### config.mk
export PLATFORM = sky130hd
export DESIGN_NAME = adaptive_sleep_ctl
export DESIGN_NICKNAME = d
export VERILOG_FILES = /design/src/rtl/adaptive_sleep_ctl.sv
export SDC_FILE = /design/constraint.sdc
export NUM_CORES = 1
export LEC_CHECK = 0
export CAP_MARGIN = 30
export CORE_MARGIN = 1.5
export CORE_UTILIZATION = 59
export DETAILED_ROUTE_END_ITERATION = 12
export DONT_BUFFER_PORTS = 1
export PLACE_DENSITY = 0.75
export SYNTH_ARGS = -nofsm -noshare
export SYNTH_HDL_FRONTEND = slang
export SYNTH_SLANG_ARGS = --single-unit
### constraint.sdc
create_clock -name clk -period 2.9 [get_ports clk]
set_clock_uncertainty 0.05 [all_clocks]
set_input_delay 0.58 -clock clk [delete_from_list [all_inputs] [get_ports clk]]
set_output_delay 0.58 -clock clk [all_outputs]
set_load 0.01 [all_outputs]
### src/rtl/adaptive_sleep_ctl.sv
module adaptive_sleep_ctl #(
  parameter int OS_PERIOD   = 156,
  parameter int WAKE_LEAD   = 10,
  parameter int SLEEP_LIMIT = 50,
  parameter int T_MAX       = 50,
  parameter int T_FLOOR     = 10,
  parameter int LAT_PENALTY = 10,
  parameter int CNT_W       = 16,
  localparam int TW = $clog2(T_MAX + 1) + 1
) (
  input  logic             clk,
  input  logic             rst_n,
  input  logic             sample_en,
  input  logic             cpu_active,
  input  logic             clr_stats,
  output logic             sleep_req,
  output logic             wake_req,
  output logic [TW-1:0]    timeout_val,
  output logic [CNT_W-1:0] lat_count,
  output logic [CNT_W-1:0] res_count
);
  localparam int PW = $clog2(OS_PERIOD);
  localparam logic [PW-1:0] PH_LAST  = PW'(OS_PERIOD - 1);
  localparam logic [PW-1:0] PH_WAKE  = PW'(OS_PERIOD - 1 - WAKE_LEAD);
  localparam logic [PW-1:0] PH_LIMIT = PW'(SLEEP_LIMIT);
  localparam logic [TW-1:0] T_HI = TW'(T_MAX);
  localparam logic [TW-1:0] T_LO = TW'(T_FLOOR);
  localparam logic [CNT_W-1:0] C_MAX = '1;
  localparam logic [CNT_W-1:0] C_PEN = CNT_W'(LAT_PENALTY);

  logic [PW-1:0] phase;
  logic [TW-1:0] idle_cnt, timeout;
  logic          asleep, lat_flag;
  logic [CNT_W-1:0] lat_cnt, res_cnt;

  wire os_edge   = (phase == PH_LAST);
  wire hw_irq    = asleep & cpu_active;
  wire pred_wake = asleep & ~cpu_active & (phase == PH_WAKE);
  wire missed    = lat_flag | hw_irq;

  wire [TW-1:0] idle_inc = (idle_cnt == '1) ? idle_cnt : idle_cnt + 1'b1;
  wire [TW-1:0] idle_nxt = cpu_active ? '0 : idle_inc;
  wire go_sleep = ~asleep & ~cpu_active & (idle_nxt > timeout) & (phase <= PH_LIMIT);
  wire [TW-1:0] t_decay = ((timeout - T_LO) >> 1) + T_LO;

  wire [CNT_W:0]    lat_sum = {1'b0, lat_cnt} + {1'b0, C_PEN};
  wire [CNT_W-1:0]  lat_inc = lat_sum[CNT_W] ? C_MAX : lat_sum[CNT_W-1:0];
  wire [CNT_W-1:0]  res_inc = (res_cnt == C_MAX) ? res_cnt : res_cnt + 1'b1;

  always_ff @(posedge clk) begin
    if (!rst_n) begin
      phase    <= '0;
      idle_cnt <= '0;
      asleep   <= 1'b0;
      timeout  <= T_HI;
      lat_flag <= 1'b0;
      wake_req <= 1'b0;
    end else begin
      wake_req <= sample_en & (hw_irq | pred_wake);
      if (sample_en) begin
        phase <= os_edge ? '0 : phase + 1'b1;
        if (asleep) begin
          idle_cnt <= '0;
          if (hw_irq || pred_wake) asleep <= 1'b0;
        end else begin
          idle_cnt <= idle_nxt;
          asleep   <= go_sleep;
        end
        if (os_edge) begin
          timeout  <= missed ? T_HI : t_decay;
          lat_flag <= 1'b0;
        end else if (hw_irq) begin
          lat_flag <= 1'b1;
        end
      end
    end
  end

  always_ff @(posedge clk) begin
    if (!rst_n || clr_stats) begin
      lat_cnt <= '0;
      res_cnt <= '0;
    end else if (sample_en) begin
      if (asleep) res_cnt <= res_inc;
      if (hw_irq) lat_cnt <= lat_inc;
    end
  end

  assign sleep_req   = asleep;
  assign timeout_val = timeout;
  assign lat_count   = lat_cnt;
  assign res_count   = res_cnt;


  sleep_deadline_chk: assert property (@(posedge clk) disable iff (!rst_n)
    $rose(asleep) |-> $past(phase) <= PH_LIMIT);


  wake_ahead_chk: assert property (@(posedge clk) disable iff (!rst_n)
    asleep |-> phase <= PH_WAKE);


  timeout_range_chk: assert property (@(posedge clk) disable iff (!rst_n)
    timeout >= T_LO && timeout <= T_HI);


  irq_wake_chk: assert property (@(posedge clk) disable iff (!rst_n)
    (sample_en && hw_irq) |=> (wake_req && !sleep_req));


  wake_excl_chk: assert property (@(posedge clk) disable iff (!rst_n)
    wake_req |-> !sleep_req);


  no_sample_hold_chk: assert property (@(posedge clk) disable iff (!rst_n)
    !sample_en |=> ($stable(sleep_req) && $stable(timeout_val)));


  lat_monotonic_chk: assert property (@(posedge clk) disable iff (!rst_n)
    !clr_stats |=> lat_cnt >= $past(lat_cnt));
endmodule

Yosys cells after proc, flatten, opt, wreduce, memory -nomap -nowiden --
Index checks and enable logic that the tools add are counted.
Word-level totals: flip-flop bits (word level) 57, logic and storage cells 50
Cells by class: multiplexer cells 10, $add $sub $neg 6, reduce and logical (&&, ||, !) cells 8, bitwise logic cells 12, eq/ne operators 4, $lt $le $gt $ge 2
Operators by type and width (count):
- $mux 7 | 4
- $add 16x4->17 const B | 1
- $add 16x1->16 const B | 1
- $eq 16x16->1 const B | 1
- $eq 8x8->1 const B | 2
- $mux 16 | 1
- $add 8x1->8 const B | 1
- $le 8x6->1 const B | 1
- $mux 8 | 1
- $add 6x4->7 const B | 1
- $add 7x1->7 const B | 1
- $and 1x1->1 | 7
- $eq 7x7->1 const B | 1
- $gt 7x7->1 | 1
- $sub 7x4->7 const B | 1
- $reduce_and 2->1 | 3
- $mux 1 | 4
- $not 1->1 | 3
- $reduce_and 3->1 | 1
- $logic_or 1x1->1 | 2
- $or 1x1->1 | 2
- $reduce_bool 2->1 | 1
- $logic_not 1->1 | 1

Depth between registers and ports, before layout --
word-level depth 7, mapped depth 12

Worst setup path after synthesis --
No wires, ideal clock.
path kind reg-to-reg, from reg idle_cnt[0], to reg asleep (netlist: sleep_req), arrival time 2.292 ns, cell stages (with the launch flop) 13, data required time 2.734 ns, slack 0.442 ns, cell sequence dfxtp_1 -> ha_1 -> and3_1 -> buf_6 -> nand4_4 -> mux2i_1 -> nor2_1 -> ha_1 -> nor2b_1 -> o21a_1 -> o21ai_0 -> nand3b_1 -> a31o_2
Between the ends: word-level cells in the longest chain between the ends 7, elaborated cells on any way between the ends 8, those cells by class 1 x add/sub; 1 x order compare; 1 x eq/ne; 3 x mux; 2 x bitwise
Ends and longest elaborated chain:
- start: declaration | RTL line 32 | logic [TW-1:0] idle_cnt, timeout;
- start signal: assignment | RTL line 66 | idle_cnt <= idle_nxt;
- $add 7x1->7 or $eq 7x7->1 (tied branches) | RTL line 41 | wire [TW-1:0] idle_inc = (idle_cnt == '1) ? idle_cnt : idle_cnt + 1'b1;
- $mux 7 * | RTL line 41
- $mux 7 * | RTL line 42 | wire [TW-1:0] idle_nxt = cpu_active ? '0 : idle_inc;
- $gt 7x7->1 * | RTL line 43 | wire go_sleep = ~asleep & ~cpu_active & (idle_nxt > timeout) & (phase <= PH_LIMIT);
- $and 1x1->1 * (2 in series) | RTL line 43
- $mux 1 * | RTL line 62 | if (asleep) begin
- end signal: assignment | RTL line 67 | asleep <= go_sleep;
- end: declaration | RTL line 33 | logic asleep, lat_flag;
Every way passes the cells marked *; elsewhere a longest branch is shown, timed or not. A chain may end at the register's enable or synchronous reset.

Worst setup path after layout --
Same ends and word-level chain as after synthesis.

==> flow_summary.toml <==
[yosys]
async_reset_ff_share_pct = 0
yosysWarnings = 0
synth.distinct_cells = 57
netlist_area_sq_mm = 0.00310
synth-simple-area-share_pct = 26.5
ys_seq_area_share_pct = 36.8
synth_mux_area_share_pct = 1.29
synth-compound-area-share_pct = 16.6
synth_top_flop_cell = "dfxtp_1"
syn_inst = 365
ys_seq_elements = 57
synth_edf_count = 0
synthAdderAreaFrac_pct = 6.06
synthXorXnorAreaFrac_pct = 9.33
syn_nets = 385
synth_top_family_by_area = "simple AND/OR/NAND/NOR gates"
synth.avg_cell_area_sq_um = 8.49

[worst_setup_path]
crit_path_start_kind = "register"
path_common_cell = "ha_1"
crit_chain = "ha_1 > and3_2 > nand4_4 > mux2i_1 > nor2_1 > ha_1 > nor2b_1 > o21a_1 > o21ai_0 > nand3b_1 > a31o_2"
critPathMaxFanout = 7
cp-end-kind = "register"
reg2regPathDepth = 11
crit_required_ns = 3.08
crit_arrival_ns = 2.87
crit_path_top_delay_cell = "dfxtp_1"
worstSetupPathType = "reg2reg"
slowest_delay_ns = 0.44

[timing]
rsz0062_at_grt = "no"
finalCritPeriodShare_pct = 92.8
tightest_slew_ns = 0.914
fmax_ghz = 0.371
whs_ns = 0.281
finalSetupTns_ns = 0
worst_slack_ns = 0.208
max_slew_margin_pct = 39.1
hold_violations = 0
period_needed_ns = 2.69
drv_slew = 0
setup_viol = 0

[grt]
grt_pass1_wl_mm = 10.4
grt_max_degree = 25
grt_pass1_vias = 2299
gr-total-overflow = 0
grt_antenna_before_repair = 0
grt_usage_pct = 24.3

[min_path]
whs_path_depth = 1
hold_path_class = "in2reg"

[cells_and_area]
drive_gt1_share_pct = 7.55
fillers = 470
utilization_pct = 65.2
seq_area_sq_mm = 0.00114
multiInputGateArea_sq_mm = 0.00185
finalNetCount = 387
synthToLayoutAreaGrowth_pct = 6.82
n_antenna_cell = 0

[floorplanning]
core_area_sq_mm = 0.00507
die_area_sq_mm = 0.00570
initial_core_util_pct = 61.1
rows = 26
io_pins = 46
fp.dieW_um = 75.5
die_y_um = 75.5

[route]
drc = 0
via_per_inst = 5.95
drt_iter0_markers = 115
drt_pass1_iterations = 4
drt_wl_total_mm = 6.57
wl_per_cell_um = 14.9
dr_total_vias = 2626
drtAntennaViolNets = 0

[power]
p_comb_share_pct = 3.0
vdd_drop_max_uv = 295
power_leakage_nw = 1.23
p_per_area_mw_per_mm2 = 444
p_seq_share_pct = 53.9
clkPwrFrac_pct = 43.1
power_switching_uw = 342
internal-power_mw = 1.13
swShare_pct = 23.2

[placed_design]
gp_congestion = 0.857
hpwl_mm = 4.67
dpl_worst_slack_ns = 0.181
io_buffers = 0

[clock_tree]
clockBufferDepth = 2
cts_buffers = 9
clock-sinks = 57
h-tree-depth = 3
cts_setup_buffers = 0
root_buffer = "clkbuf_8"
cts_tree = "done"
holdBufCountCts = 0
clkLatencyLatePin_ns = 0.34
path_clk_slew_ns = 0.06

[status]
outcome = "complete, no violations"

[job]
cap_viol_max_count = 0
==> state kept, by name, indices dropped and copies added, names as in the netlist <==
register     cells
lat_count       16
res_count       16
lat_flag         1
phase            8
timeout_val      7
idle_cnt         7
wake_req         1
sleep_req        1
==> cell usage in the layout (no fill, tap or decap), types with 8 or more instances in the layout <==
cell type  count
ha_1          15
nand2_1       24
a21oi_1       26
and3_1        11
xor2_1         9
a31oi_1        9
o21ai_0       16
inv_1         13
nor2_1        55
xnor2_1       24
nand3_1        9
dfxtp_1       57
nand4_1        8
clkbuf_8      10
nor3_1        11
==> Yosys cell counts, types with 9 or more instances <==
master | n | area (sq um)
dfxtp_1 | 57 | 1140
nor2_1 | 55 | 206
a21oi_1 | 26 | 130
nand2_1 | 24 | 90.1
xnor2_1 | 24 | 210
o21ai_0 | 16 | 80.1
ha_1 | 15 | 188
inv_1 | 13 | 48.8
and3_1 | 12 | 75.1
nor3_1 | 11 | 55.1
a31oi_1 | 9 | 56.3
nand3_1 | 9 | 45.0
xor2_1 | 9 | 78.8
==> critical path: cells and delay by family, from the launching register on <==
kind,cells,cell delay [ns]
multiplexers,1,0.23
AO/OA/AOI/OAI,3,0.56
flip-flops,1,0.44
AND/OR/NAND/NOR,5,0.76
adder cells (fa/ha/maj),2,0.55
==> worst paths after layout <==
check | start | to | slack [ns]
max | idle_cnt[0] | sleep_req | 0.21
min | sample_en | phase[1] | 0.28
max reg2reg | idle_cnt[0] | sleep_req | 0.21
min reg2reg | lat_count[0] | lat_count[0] | 0.44
==> per-stage QoR <==
step           instance area, sq um  power, mW  cells
2_1_floorplan                  3100      0.850    365
3_3_place_gp                   3150      0.853    426
3_5_place_dp                   3150      0.855    426
4_1_cts                        3310       1.49    441
5_1_grt                        3310       1.53    441
6_report                       3310       1.47    441
==> metal layers <==
metal | vias up | GRT usage [%] | part of all wire (%)
met5 | - | 0 | 0
met4 | 0 | 10.1 | 1.8
met3 | 14 | 8.47 | 6.3
met2 | 72 | 36.9 | 46
met1 | 1222 | 31.5 | 46
li1 | 1318 | - | -
==> power by group through the flow <==
| stage | combinational [mW] | sequential [mW] | clock (mW) |
|---|---|---|---|
| after floorplan | 0.0408 | 0.810 | 0 |
| after global placement | 0.0426 | 0.810 | 0 |
| after detailed placement | 0.0442 | 0.811 | 0 |
| after CTS | 0.0445 | 0.793 | 0.650 |
| after global routing | 0.0500 | 0.794 | 0.685 |
| final | 0.0443 | 0.793 | 0.633 |
==> cell families after synthesis <==
group,after synthesis
and+or+nand+nor,153
AOI/OAI and AO/OA,78
DFF,57
xor gates and xnor gates,33
buffers and inverters,25
adders and majority gates,15
muxes,4
==> timing repair <==
action                                  4_1_cts  5_1_grt
gates resized for setup                       0        1
hold endpoints to repair                      0        0
endpoints found under the setup margin        0        1
==> final cells by class <==
class / instances / area share (%)
Tap cell: 70 / 2.65
Sequential cell: 57 / 34.5
Inverter: 14 / 1.59
Multi-Input combinational cell: 283 / 55.9
Clock buffer: 12 / 4.38
Clock inverter: 3 / 0.529
Timing Repair Buffer: 2 / 0.454
No activity file was read; power rests on OpenSTA's default activity.
